### src/rtl/vlan_cmd_pkg.sv
package vlan_cmd_pkg;
  localparam int VID_W  = 12;
  localparam int MASK_W = 10;
  localparam int PORT_W = 4;
  localparam int PRIO_W = 3;

  typedef enum logic [2:0] {
    OP_NOP    = 3'd0,
    OP_FLUSH  = 3'd1,
    OP_LOAD   = 3'd2,
    OP_PURGE  = 3'd3,
    OP_RMPORT = 3'd4
  } vlan_op_e;

  typedef struct packed {
    logic              valid;
    logic [VID_W-1:0]  vid;
    logic [MASK_W-1:0] mask;
  } vlan_ent_t;
endpackage

### src/rtl/vlan_tbl_store.sv
module vlan_tbl_store
  import vlan_cmd_pkg::*;
#(
  parameter int ENTRIES = 16,
  localparam int IDX_W = $clog2(ENTRIES)
) (
  input  logic              clk_i,
  input  logic              rst_ni,
  input  logic              wr_en_i,
  input  logic [IDX_W-1:0]  wr_idx_i,
  input  vlan_ent_t         wr_ent_i,
  input  logic [IDX_W-1:0]  rd_idx_i,
  output vlan_ent_t         rd_ent_o,
  input  logic              lkp_req_i,
  input  logic [VID_W-1:0]  lkp_vid_i,
  output logic              lkp_hit_o,
  output logic [MASK_W-1:0] lkp_mask_o
);
  vlan_ent_t         tbl_q [ENTRIES];
  logic [ENTRIES-1:0] hit_vec;
  logic [MASK_W-1:0]  mask_or;
  logic               hit_q;
  logic [MASK_W-1:0]  mask_q;

  always_ff @(posedge clk_i or negedge rst_ni) begin
    if (!rst_ni) begin
      for (int i = 0; i < ENTRIES; i++) tbl_q[i] <= '0;
    end else if (wr_en_i) begin
      tbl_q[wr_idx_i] <= wr_ent_i;
    end
  end

  assign rd_ent_o = tbl_q[rd_idx_i];

  for (genvar g = 0; g < ENTRIES; g++) begin : g_match
    assign hit_vec[g] = tbl_q[g].valid && (tbl_q[g].vid == lkp_vid_i);
  end

  always_comb begin
    mask_or = '0;
    for (int i = 0; i < ENTRIES; i++)
      if (hit_vec[i]) mask_or = mask_or | tbl_q[i].mask;
  end

  always_ff @(posedge clk_i or negedge rst_ni) begin
    if (!rst_ni) begin
      hit_q  <= 1'b0;
      mask_q <= '0;
    end else if (lkp_req_i) begin
      hit_q  <= |hit_vec;
      mask_q <= mask_or;
    end
  end

  assign lkp_hit_o  = hit_q;
  assign lkp_mask_o = mask_q;

  AST_UNIQUE_VID: assert property (@(posedge clk_i) disable iff (!rst_ni)
    $countones(hit_vec) <= 1);
  AST_MISS_ZERO_MASK: assert property (@(posedge clk_i) disable iff (!rst_ni)
    !lkp_hit_o |-> (lkp_mask_o == '0));
  AST_LKP_HOLD: assert property (@(posedge clk_i) disable iff (!rst_ni)
    !lkp_req_i |=> $stable(lkp_hit_o) && $stable(lkp_mask_o));
endmodule

### src/rtl/vlan_cmd_fsm.sv
module vlan_cmd_fsm
  import vlan_cmd_pkg::*;
#(
  parameter int ENTRIES = 16,
  localparam int IDX_W = $clog2(ENTRIES),
  localparam int CNT_W = $clog2(ENTRIES + 3)
) (
  input  logic              clk_i,
  input  logic              rst_ni,
  input  logic              start_i,
  input  logic [2:0]        op_i,
  input  logic [VID_W-1:0]  vid_i,
  input  logic [PORT_W-1:0] port_i,
  input  logic [MASK_W-1:0] mask_i,
  input  logic              dvalid_i,
  output logic [IDX_W-1:0]  rd_idx_o,
  input  vlan_ent_t         rd_ent_i,
  output logic              wr_en_o,
  output logic [IDX_W-1:0]  wr_idx_o,
  output vlan_ent_t         wr_ent_o,
  output logic              active_o,
  output logic              full_o
);
  typedef enum logic [1:0] {ST_IDLE, ST_SCAN, ST_COMMIT} st_e;

  st_e               st_q;
  logic [2:0]        op_q;
  logic [VID_W-1:0]  vid_q;
  logic [PORT_W-1:0] port_q;
  logic [MASK_W-1:0] mask_q;
  logic              dvalid_q;
  logic [IDX_W-1:0]  idx_q;
  logic              match_seen_q, free_seen_q;
  logic [IDX_W-1:0]  match_idx_q, free_idx_q;
  logic              full_q;
  logic              vid_eq, last_idx;
  logic [CNT_W-1:0]  busy_cnt_q;

  assign vid_eq   = rd_ent_i.valid && (rd_ent_i.vid == vid_q);
  assign last_idx = (idx_q == IDX_W'(ENTRIES - 1));

  always_ff @(posedge clk_i or negedge rst_ni) begin
    if (!rst_ni) begin
      st_q         <= ST_IDLE;
      op_q         <= '0;
      vid_q        <= '0;
      port_q       <= '0;
      mask_q       <= '0;
      dvalid_q     <= 1'b0;
      idx_q        <= '0;
      match_seen_q <= 1'b0;
      free_seen_q  <= 1'b0;
      match_idx_q  <= '0;
      free_idx_q   <= '0;
      full_q       <= 1'b0;
    end else begin
      case (st_q)
        ST_IDLE: if (start_i) begin
          st_q         <= ST_SCAN;
          op_q         <= op_i;
          vid_q        <= vid_i;
          port_q       <= port_i;
          mask_q       <= mask_i;
          dvalid_q     <= dvalid_i;
          idx_q        <= '0;
          match_seen_q <= 1'b0;
          free_seen_q  <= 1'b0;
          full_q       <= 1'b0;
        end
        ST_SCAN: begin
          if (op_q == OP_LOAD) begin
            if (vid_eq && !match_seen_q) begin
              match_seen_q <= 1'b1;
              match_idx_q  <= idx_q;
            end
            if (!rd_ent_i.valid && !free_seen_q) begin
              free_seen_q <= 1'b1;
              free_idx_q  <= idx_q;
            end
          end
          if (!(op_q inside {OP_FLUSH, OP_LOAD, OP_PURGE, OP_RMPORT})) begin
            st_q <= ST_IDLE;
          end else if (last_idx) begin
            st_q <= (op_q == OP_LOAD) ? ST_COMMIT : ST_IDLE;
          end else begin
            idx_q <= idx_q + 1'b1;
          end
        end
        ST_COMMIT: begin
          if (dvalid_q && !match_seen_q && !free_seen_q) full_q <= 1'b1;
          st_q <= ST_IDLE;
        end
        default: st_q <= ST_IDLE;
      endcase
    end
  end

  // single table write port shared by all operations
  always_comb begin
    wr_en_o  = 1'b0;
    wr_idx_o = idx_q;
    wr_ent_o = rd_ent_i;
    if (st_q == ST_SCAN) begin
      case (op_q)
        OP_FLUSH: begin
          wr_en_o        = 1'b1;
          wr_ent_o.valid = 1'b0;
        end
        OP_PURGE: if (vid_eq) begin
          wr_en_o        = 1'b1;
          wr_ent_o.valid = 1'b0;
        end
        OP_RMPORT: if (rd_ent_i.valid && (32'(port_q) < MASK_W)) begin
          wr_en_o       = 1'b1;
          wr_ent_o.mask = rd_ent_i.mask & ~(MASK_W'(1) << port_q);
        end
        default: ;
      endcase
    end else if (st_q == ST_COMMIT && dvalid_q && (match_seen_q || free_seen_q)) begin
      wr_en_o  = 1'b1;
      wr_idx_o = match_seen_q ? match_idx_q : free_idx_q;
      wr_ent_o = '{valid: 1'b1, vid: vid_q, mask: mask_q};
    end
  end

  assign rd_idx_o = idx_q;
  assign active_o = (st_q != ST_IDLE);
  assign full_o   = full_q;

  always_ff @(posedge clk_i or negedge rst_ni) begin
    if (!rst_ni)        busy_cnt_q <= '0;
    else if (!active_o) busy_cnt_q <= '0;
    else                busy_cnt_q <= busy_cnt_q + 1'b1;
  end

  AST_SCAN_BOUND: assert property (@(posedge clk_i) disable iff (!rst_ni)
    32'(busy_cnt_q) <= ENTRIES + 1);
  AST_FULL_ON_LOAD: assert property (@(posedge clk_i) disable iff (!rst_ni)
    $rose(full_o) |-> (op_q == OP_LOAD));
  AST_COMMIT_AFTER_LAST: assert property (@(posedge clk_i) disable iff (!rst_ni)
    (st_q == ST_COMMIT) |-> ($past(idx_q) == IDX_W'(ENTRIES - 1)));
  AST_IDLE_NO_WRITE: assert property (@(posedge clk_i) disable iff (!rst_ni)
    $fell(active_o) |=> !wr_en_o || active_o);
endmodule

### src/rtl/vlan_cmd_engine.sv
module vlan_cmd_engine
  import vlan_cmd_pkg::*;
#(
  parameter int ENTRIES = 16,
  parameter int ADDR_W  = 4,
  localparam int IDX_W = $clog2(ENTRIES)
) (
  input  logic              clk_i,
  input  logic              rst_ni,
  input  logic              bus_we_i,
  input  logic [ADDR_W-1:0] bus_addr_i,
  input  logic [31:0]       bus_wdata_i,
  output logic [31:0]       bus_rdata_o,
  input  logic              lkp_req_i,
  input  logic [VID_W-1:0]  lkp_vid_i,
  output logic              lkp_hit_o,
  output logic [MASK_W-1:0] lkp_mask_o
);
  localparam logic [ADDR_W-1:0] CMD_ADDR  = ADDR_W'(0);
  localparam logic [ADDR_W-1:0] DATA_ADDR = ADDR_W'(4);

  logic [2:0]        op_q;
  logic [PORT_W-1:0] port_q;
  logic [VID_W-1:0]  vid_q;
  logic [PRIO_W-1:0] prio_q;
  logic              prio_en_q;
  logic [MASK_W-1:0] dmask_q;
  logic              dvalid_q;
  logic              active, full;
  logic              cmd_we, cmd_acc, data_we, start;
  logic [IDX_W-1:0]  rd_idx, wr_idx;
  logic              wr_en;
  vlan_ent_t         rd_ent, wr_ent;
  logic              unused_wdata;

  assign cmd_we  = bus_we_i && (bus_addr_i == CMD_ADDR);
  assign data_we = bus_we_i && (bus_addr_i == DATA_ADDR);
  assign cmd_acc = cmd_we && !active;
  assign start   = cmd_acc && bus_wdata_i[3];
  assign unused_wdata = ^{bus_wdata_i[15:12], bus_wdata_i[10]};

  always_ff @(posedge clk_i or negedge rst_ni) begin
    if (!rst_ni) begin
      op_q      <= '0;
      port_q    <= '0;
      vid_q     <= '0;
      prio_q    <= '0;
      prio_en_q <= 1'b0;
      dmask_q   <= '0;
      dvalid_q  <= 1'b0;
    end else begin
      if (cmd_acc) begin
        op_q      <= bus_wdata_i[2:0];
        port_q    <= bus_wdata_i[11:8];
        vid_q     <= bus_wdata_i[27:16];
        prio_q    <= bus_wdata_i[30:28];
        prio_en_q <= bus_wdata_i[31];
      end
      if (data_we) begin
        dmask_q  <= bus_wdata_i[9:0];
        dvalid_q <= bus_wdata_i[11];
      end
    end
  end

  always_comb begin
    bus_rdata_o = '0;
    if (bus_addr_i == CMD_ADDR)
      bus_rdata_o = {prio_en_q, prio_q, vid_q, 4'b0, port_q, 3'b0, full, active, op_q};
    else if (bus_addr_i == DATA_ADDR)
      bus_rdata_o = {20'b0, dvalid_q, 1'b0, dmask_q};
  end

  vlan_cmd_fsm #(.ENTRIES(ENTRIES)) fsm_i (
    .clk_i    (clk_i),
    .rst_ni   (rst_ni),
    .start_i  (start),
    .op_i     (bus_wdata_i[2:0]),
    .vid_i    (bus_wdata_i[27:16]),
    .port_i   (bus_wdata_i[11:8]),
    .mask_i   (dmask_q),
    .dvalid_i (dvalid_q),
    .rd_idx_o (rd_idx),
    .rd_ent_i (rd_ent),
    .wr_en_o  (wr_en),
    .wr_idx_o (wr_idx),
    .wr_ent_o (wr_ent),
    .active_o (active),
    .full_o   (full)
  );

  vlan_tbl_store #(.ENTRIES(ENTRIES)) store_i (
    .clk_i      (clk_i),
    .rst_ni     (rst_ni),
    .wr_en_i    (wr_en),
    .wr_idx_i   (wr_idx),
    .wr_ent_i   (wr_ent),
    .rd_idx_i   (rd_idx),
    .rd_ent_o   (rd_ent),
    .lkp_req_i  (lkp_req_i),
    .lkp_vid_i  (lkp_vid_i),
    .lkp_hit_o  (lkp_hit_o),
    .lkp_mask_o (lkp_mask_o)
  );

  AST_BUSY_WRITE_IGNORED: assert property (@(posedge clk_i) disable iff (!rst_ni)
    (active && cmd_we) |=> $stable(op_q) && $stable(vid_q) && $stable(port_q));
  AST_START_RAISES_ACTIVE: assert property (@(posedge clk_i) disable iff (!rst_ni)
    start |=> active);
endmodule

### config.mk
export PLATFORM = sky130hd
export DESIGN_NAME = vlan_cmd_engine
export DESIGN_NICKNAME = d
export VERILOG_FILES = /design/src/rtl/vlan_cmd_pkg.sv /design/src/rtl/vlan_tbl_store.sv /design/src/rtl/vlan_cmd_fsm.sv /design/src/rtl/vlan_cmd_engine.sv
export SDC_FILE = /design/constraint.sdc
export NUM_CORES = 1
export LEC_CHECK = 0
export BUFFER_PORTS_ARGS = -buffer_cell sky130_fd_sc_hd__buf_2
export CORE_UTILIZATION = 55
export DETAILED_ROUTE_END_ITERATION = 8
export GPL_ROUTABILITY_DRIVEN = 0
export HOLD_SLACK_MARGIN = 0.12
export PLACE_DENSITY_LB_ADDON = 0.05
export SYNTH_ARGS = -nofsm -noshare
export SYNTH_HDL_FRONTEND = slang
export SYNTH_SLANG_ARGS = --single-unit
### constraint.sdc
create_clock -name clk_i -period 3.7 [get_ports clk_i]
set_clock_uncertainty 0.1 [all_clocks]
set_input_delay 0.185 -clock clk_i [delete_from_list [all_inputs] [get_ports clk_i]]
set_output_delay 0.185 -clock clk_i [all_outputs]
set_load 0.01 [all_outputs]
# Word level (Yosys, flattened, before mapping)
# Index checks and enable logic that the tools add are counted.
[word_totals] ff_bits=460 output_inout_bits=43 elab_cells=234
[op_classes] addsub=1 order_cmp=4 eq_ne=33 shift=1 mux=58 bitwise_logic=19 n_reduce_logical=49
[op_table] cell="$bwmux W368" n=1
[op_table] cell="$eq A12 B12 Y1" n=17
[op_table] cell="$mux W10" n=19
[op_table] cell="$or A10 B10 Y10" n=15
[op_table] cell="$bmux W23 S4" n=1
[op_table] cell="$demux W23 S4" n=1
[op_table] cell="$mux W23" n=4
[op_table] cell="$mux W32" n=1
[op_table] cell="$logic_and A1 B1 Y1" n=29
[op_table] cell="$mux W12" n=2
[op_table] cell="$mux W4" n=6
[op_table] cell="$reduce_or A16 Y1" n=1
[op_table] cell="$mux W1" n=12
[op_table] cell="$ne A2 B1 Y1 const B" n=6
[op_table] cell="$reduce_and A4 Y1" n=3
[op_table] cell="$and A10 B10 Y10" n=1
[op_table] cell="$ge A5 B5 Y1 const B" n=2
[op_table] cell="$not A10 Y10" n=1
[op_table] cell="$not A4 Y5" n=2
[op_table] cell="$shl A1 B4 Y10 const A" n=1
[op_table] cell="$reduce_and A3 Y1" n=3
[op_table] cell="$mux W2" n=4
[op_table] cell="$pmux W1 S2" n=4
[op_table] cell="$pmux W4 S2" n=1
[op_table] cell="other kinds (21)" n=28

# Depth between registers and ports, before layout
[logic_depth] ltp_word=33 mapped_depth=15

# Cells and area by module
# A second synthesis with hierarchy kept.
[hier_totals] cells_unflattened=2157 hier_area_um2=26187.6
[modules_own_cells] module="vlan_tbl_store" instances=1 cells_per_inst=1763 area_each_um2=22046.1 seq_area_each_um2=9484.1
[modules_own_cells] module="vlan_cmd_fsm" instances=1 cells_per_inst=281 area_each_um2=2578.7 seq_area_each_um2=1176.1
[modules_own_cells] module="vlan_cmd_engine" instances=1 cells_per_inst=113 area_each_um2=1562.7 seq_area_each_um2=850.8

# Worst setup path after synthesis
# Ideal clock, no wire load.
[synth_path] path_kind="reg-to-reg" start="register fsm_i.idx_q[0], in the netlist fsm_i.rd_idx_o[0]" end="register store_i.tbl_q[287] in the netlist's numbering" arrival_time_ns=3.048 slack_ns=0.427 path_stages_with_launch=16 path_buffers=6 period_less_slack_ns=3.273 path_cell_list="dfrtp_1 -> buf_6 -> buf_12 -> buf_12 -> mux4_1 -> mux2i_1 -> mux2i_1 -> xnor2_1 -> o221ai_2 -> nor4_2 -> a311o_2 -> buf_6 -> and3_4 -> buf_6 -> buf_6 -> mux2_4"
[synth_between] elab_chain_len=9 word_cells_on_any_way=22 cone_classes="order compare (2); eq/ne (1); mux (14); bitwise (2); reduce/logical (3)"
[synth_lines] item="from (decl)" line_no="vlan_cmd_fsm.sv:32" text="logic [IDX_W-1:0] idx_q;"
[synth_lines] item="from (signal assigned)" line_no="vlan_cmd_fsm.sv:86" text="idx_q <= idx_q + 1'b1;"
[synth_lines] item="$not A4 Y5 (not written as such)" line_no="vlan_tbl_store.sv:33" text="assign rd_ent_o = tbl_q[rd_idx_i];"
[synth_lines] item="$bmux W23 S4" line_no="vlan_tbl_store.sv:33"
[synth_lines] item="$mux W23 (not written as such) (2 in series)" line_no="vlan_tbl_store.sv:33"
[synth_lines] item="$eq A12 B12 Y1" line_no="vlan_cmd_fsm.sv:39" text="assign vid_eq = rd_ent_i.valid && (rd_ent_i.vid == vid_q);"
[synth_lines] item="$logic_and A1 B1 Y1" line_no="vlan_cmd_fsm.sv:39"
[synth_lines] item="$mux W1" line_no="vlan_cmd_fsm.sv:109" text="OP_PURGE: if (vid_eq) begin"
[synth_lines] item="$pmux W1 S3" line_no="vlan_cmd_fsm.sv:104" text="case (op_q)"
[synth_lines] item="$mux W1" line_no="vlan_cmd_fsm.sv:103" text="if (st_q == ST_SCAN) begin"
[synth_lines] item="to (signal, indexed assignment)" line_no="vlan_tbl_store.sv:29" text="tbl_q[wr_idx_i] <= wr_ent_i;"
[synth_lines] item="to (decl)" line_no="vlan_tbl_store.sv:19" text="vlan_ent_t tbl_q [ENTRIES];"
# Parallel ways exist; a longest one is shown, timed or not. The select of a mux whose other input is x is not followed.
# A chain may end at the register's enable or synchronous reset.

# Worst setup path in the final report
[layout_path] start="register fsm_i.idx_q[1], in the netlist fsm_i.rd_idx_o[1]" end="register store_i.tbl_q[262] in the netlist's numbering"
[layout_between] elab_chain_len=9 word_cells_on_any_way=25 cone_classes="order compare (2); eq/ne (1); mux (16); bitwise (3); reduce/logical (3)"
[layout_lines] item="$not A4 Y5 (not written as such)" line_no="vlan_tbl_store.sv:33"
[layout_lines] item="$bmux W23 S4" line_no="vlan_tbl_store.sv:33"
[layout_lines] item="$mux W23 (not written as such) (2 in series)" line_no="vlan_tbl_store.sv:33"
[layout_lines] item="$eq A12 B12 Y1, or another cell as far along" line_no="vlan_cmd_fsm.sv:39"
[layout_lines] item="$logic_and A1 B1 Y1 or $mux W10 (tied branches)" line_no="vlan_cmd_fsm.sv:39, vlan_cmd_fsm.sv:113"
[layout_lines] item="$mux W1 or $mux W10 (tied branches)" line_no="vlan_cmd_fsm.sv:109, vlan_cmd_fsm.sv:104"
[layout_lines] item="$pmux W1 S3 or $mux W10 (tied branches)" line_no="vlan_cmd_fsm.sv:104, vlan_cmd_fsm.sv:103"
[layout_lines] item="$mux W1 or $bwmux W368 (tied branches)" line_no="vlan_cmd_fsm.sv:103, vlan_tbl_store.sv:29"
# Parallel ways exist; a longest one is shown, timed or not. The select of a mux whose other input is x is not followed.

==> results.toml <==
[run_status]
status = "finished with violations"
violations = "setup timing"

[setup_path]
cp.arrival_ps = 4210
critPathRequiredTime_ps = 4080
critPathMaxFanout = 16
path_class = "reg2reg"
rr_worst_depth = 14
crit_chain = "buf_4 > buf_4 > buf_4 > mux2i_1 > a22oi_1 > and4_2 > and3_4 > o221ai_2 > nor4_2 > a311o_2 > buf_12 > and4_4 > clkbuf_16 > mux2_2"
cp-end-kind = "flop"
path_depth = 14
crit_top_cell = "buf_4"
r2r_start = "fsm_i.rd_idx_o[1]$_DFFE_PN0P_"
critPathSlowestCell = "dfrtp_4"
critPathMaxStageDelay_ps = 490
crit_path_start_kind = "flop"
worstSetupEndpoint = "store_i.tbl_q[262]$_DFFE_PN0P_"
critPathTopFamily = "simple AND/OR/NAND/NOR gates"
r2r-end = "store_i.tbl_q[262]$_DFFE_PN0P_"
rrSetupSlack_ps = -130
cp-startpoint = "fsm_i.rd_idx_o[1]$_DFFE_PN0P_"
path_buf_inv = 5

[floorplanning]
die_y_um = 218
rows = 78
die-area_um2 = 47600
die_w_um = 218
ios = 95
start_util_pct = 56.2
coreArea_um2 = 45700

[cells_and_area]
final_util_pct = 66.1
antennaDiodeCount = 0
syn_to_final_growth_pct = 17.5
final_nets = 2214
multi_input_area_um2 = 13200
drive_above_1_share_pct = 40.0
register_area_um2 = 11500
nFillCells = 3481

[cts]
cts_root_buf = "clkbuf_16"
clkSlewWorstSetupHoldPaths_ps = 60
cts_htree_levels = 2
clk_latency_ps = 610
cts_buffer_depth = 3
cts_made_buffers = 52
clock-sinks = 460
tritoncts = "yes"

[timing]
grt_setup_unrepaired = "yes"
timing.fmax_mhz = 261
setup_slack_ps = -133
setup_viol = 273
period_share_pct = 104
final_hold_viol_count = 0
worst_slew_pin_slew_ps = 825
tns_ps = -8900
period_needed_ps = 3830
max-slew-margin-rel_pct = 45.0
finalMaxSlewViolations = 0

[detailed_routing]
wl_met1_um = 32500
wl_met2_um = 37200
vias = 17800
ant_nets = 0
viasPerCell = 6.36
drc = 0
wl_met3_um = 5310
wl_per_cell_um = 28.1
highest_layer = "met4"
drt_iter0_drc = 1545
first_pass_iters = 8
routed_wirelength_um = 78600

[logic_synthesis]
synth_area_leaders = "dfrtp_1, mux2_4, mux2_2"
yosys_register_bits = 460
ys_async_sr_fraction_pct = 100
synth_top_area_cell = "dfrtp_1"
synthSimpleGateAreaFrac_pct = 6.27
seq_area_frac_synth_pct = 44.8
avgSynthCellArea_um2 = 13.0
yosys-top-cells-count = "dfrtp_1, mux2_2, mux2_4"
synth_edf_count = 0
synth-main-ff-cell = "dfrtp_1"
ys_types = 68
syn_inst = 1971
yosysWarnings = 0
synth_compound_area_share_pct = 6.54
synth.top_cell.area_share_pct = 44.8
synthXorXnorAreaFrac_pct = 6.96
synth_fa_ha_area_share_pct = 0.0487
synth_top_family_by_area = "multiplexers"
synth_mux_area_share_pct = 30.6
yosysMostFrequentCell = "dfrtp_1"
synth_area_um2 = 25700

[placement]
io_buffer_count = 86
hpwl_um = 52100

[global_route]
grt_first_pass_wirelength_um = 118000
grt_pass1_vias = 18300
grt_max_degree = 96
grt_overflow = 0
antenna_found_initial = 0
grtUsageTotal_pct = 33.5

[power_and_ir_drop]
ir_drop_mv = 0.489
p_leak_uw = 0.0138
power_density_nw_per_um2 = 488

[hold_path]
hp-class = "in2async"

[flow_run]
drv_cap = 0
## placed cells by master (no fill, tap or decap), types with 17 or more instances in the layout
cell	instances
nand3_1	37
nand4_1	37
a22oi_1	58
buf_12	44
dfrtp_1	456
and2_1	23
a22o_1	29
mux2_2	216
clkbuf_16	55
mux2_1	38
a221oi_1	28
nor2_1	43
clkbuf_8	18
a21oi_1	27
nor4_2	17
mux2_4	184
inv_1	18
xnor2_1	114
dlygate4sd3_1	31
nor4_1	21
buf_4	134
buf_2	85
mux2i_1	85
o21ai_0	46
nand2_1	56
xor2_1	87
mux4_2	51
## metal layers
layer,up-vias,global-route usage (%)
met3,194,5.82
met4,0,15.4
met5,-,0
met1,9243,45.0
li1,7603,-
met2,782,52.9
## worst min-delay path by stage
stage | start | cells past startpoint | to
finish | rst_ni | 2 | store_i.tbl_q[321]$_DFFE_PN0P_
global route | rst_ni | 2 | store_i.lkp_hit_o$_DFFE_PN0P_
global placement | rst_ni | 1 | store_i.lkp_hit_o$_DFFE_PN0P_
CTS | rst_ni | 2 | store_i.lkp_hit_o$_DFFE_PN0P_
detailed placement | rst_ni | 1 | store_i.lkp_mask_o[6]$_DFFE_PN0P_
floorplan | rst_ni | 0 | dmask_q[0]$_DFFE_PN0P_
## cell type report
cell class	instances	share of cell area, %
multi-input combinational	1324	43.7
clock inverter	12	0.705
sequential	460	38.2
tap	600	2.49
timing repair buffer	305	9.32
inverter	18	0.224
clock buffer	83	5.37
## what timing repair did
action                                  in CTS  in global routing
endpoints found under the setup margin     368                356
gates resized for setup                     30                 16
gates cloned                                 1                  2
buffers inserted                            13                  5
hold endpoints to repair                   222                  0
pin swaps                                    5                  5
hold buffers                                31                  0
## through the flow
stage	hold WS, ps	worst slack, ps	cells	cell area (um^2)	power, uW
final	141	-133	2802	30200	14700
after global routing	195	-206	2802	30200	15200
after CTS	152	-51.9	2795	30000	14700
after detailed placement	192	-325	2655	27600	8870
after global placement	184	-291	2655	27600	8830
after floorplan	-211	427	1974	25700	7590
## cells by family after synthesis
| family | count (synthesis) |
|---|---|
| mux | 584 |
| xor+xnor | 204 |
| compound gates | 239 |
| fa+ha+maj | 1 |
| flops | 460 |
| buf+inv | 190 |
| other cells | 1 |
| simple gates | 292 |
## report_power, final
group	switching, uW	total (uW)	leakage [uW]	internal [uW]
registers	198	5430	0.00631	5230
clock network	2130	5520	0.000901	3390
logic	2130	3760	0.00660	1640
total	4450	14700	0.0138	10300
## sequential cells by signal (all words and copies together), names as in the netlist, 4 cells and up
name	flops
store_i.tbl_q	368
fsm_i.vid_q	12
vid_q	12
dmask_q	10
fsm_i.mask_q	10
store_i.lkp_mask_o	10
fsm_i.free_idx_q	4
fsm_i.match_idx_q	4
fsm_i.port_q	4
fsm_i.rd_idx_o	4
port_q	4
Power figures use the tool's default switching activity.
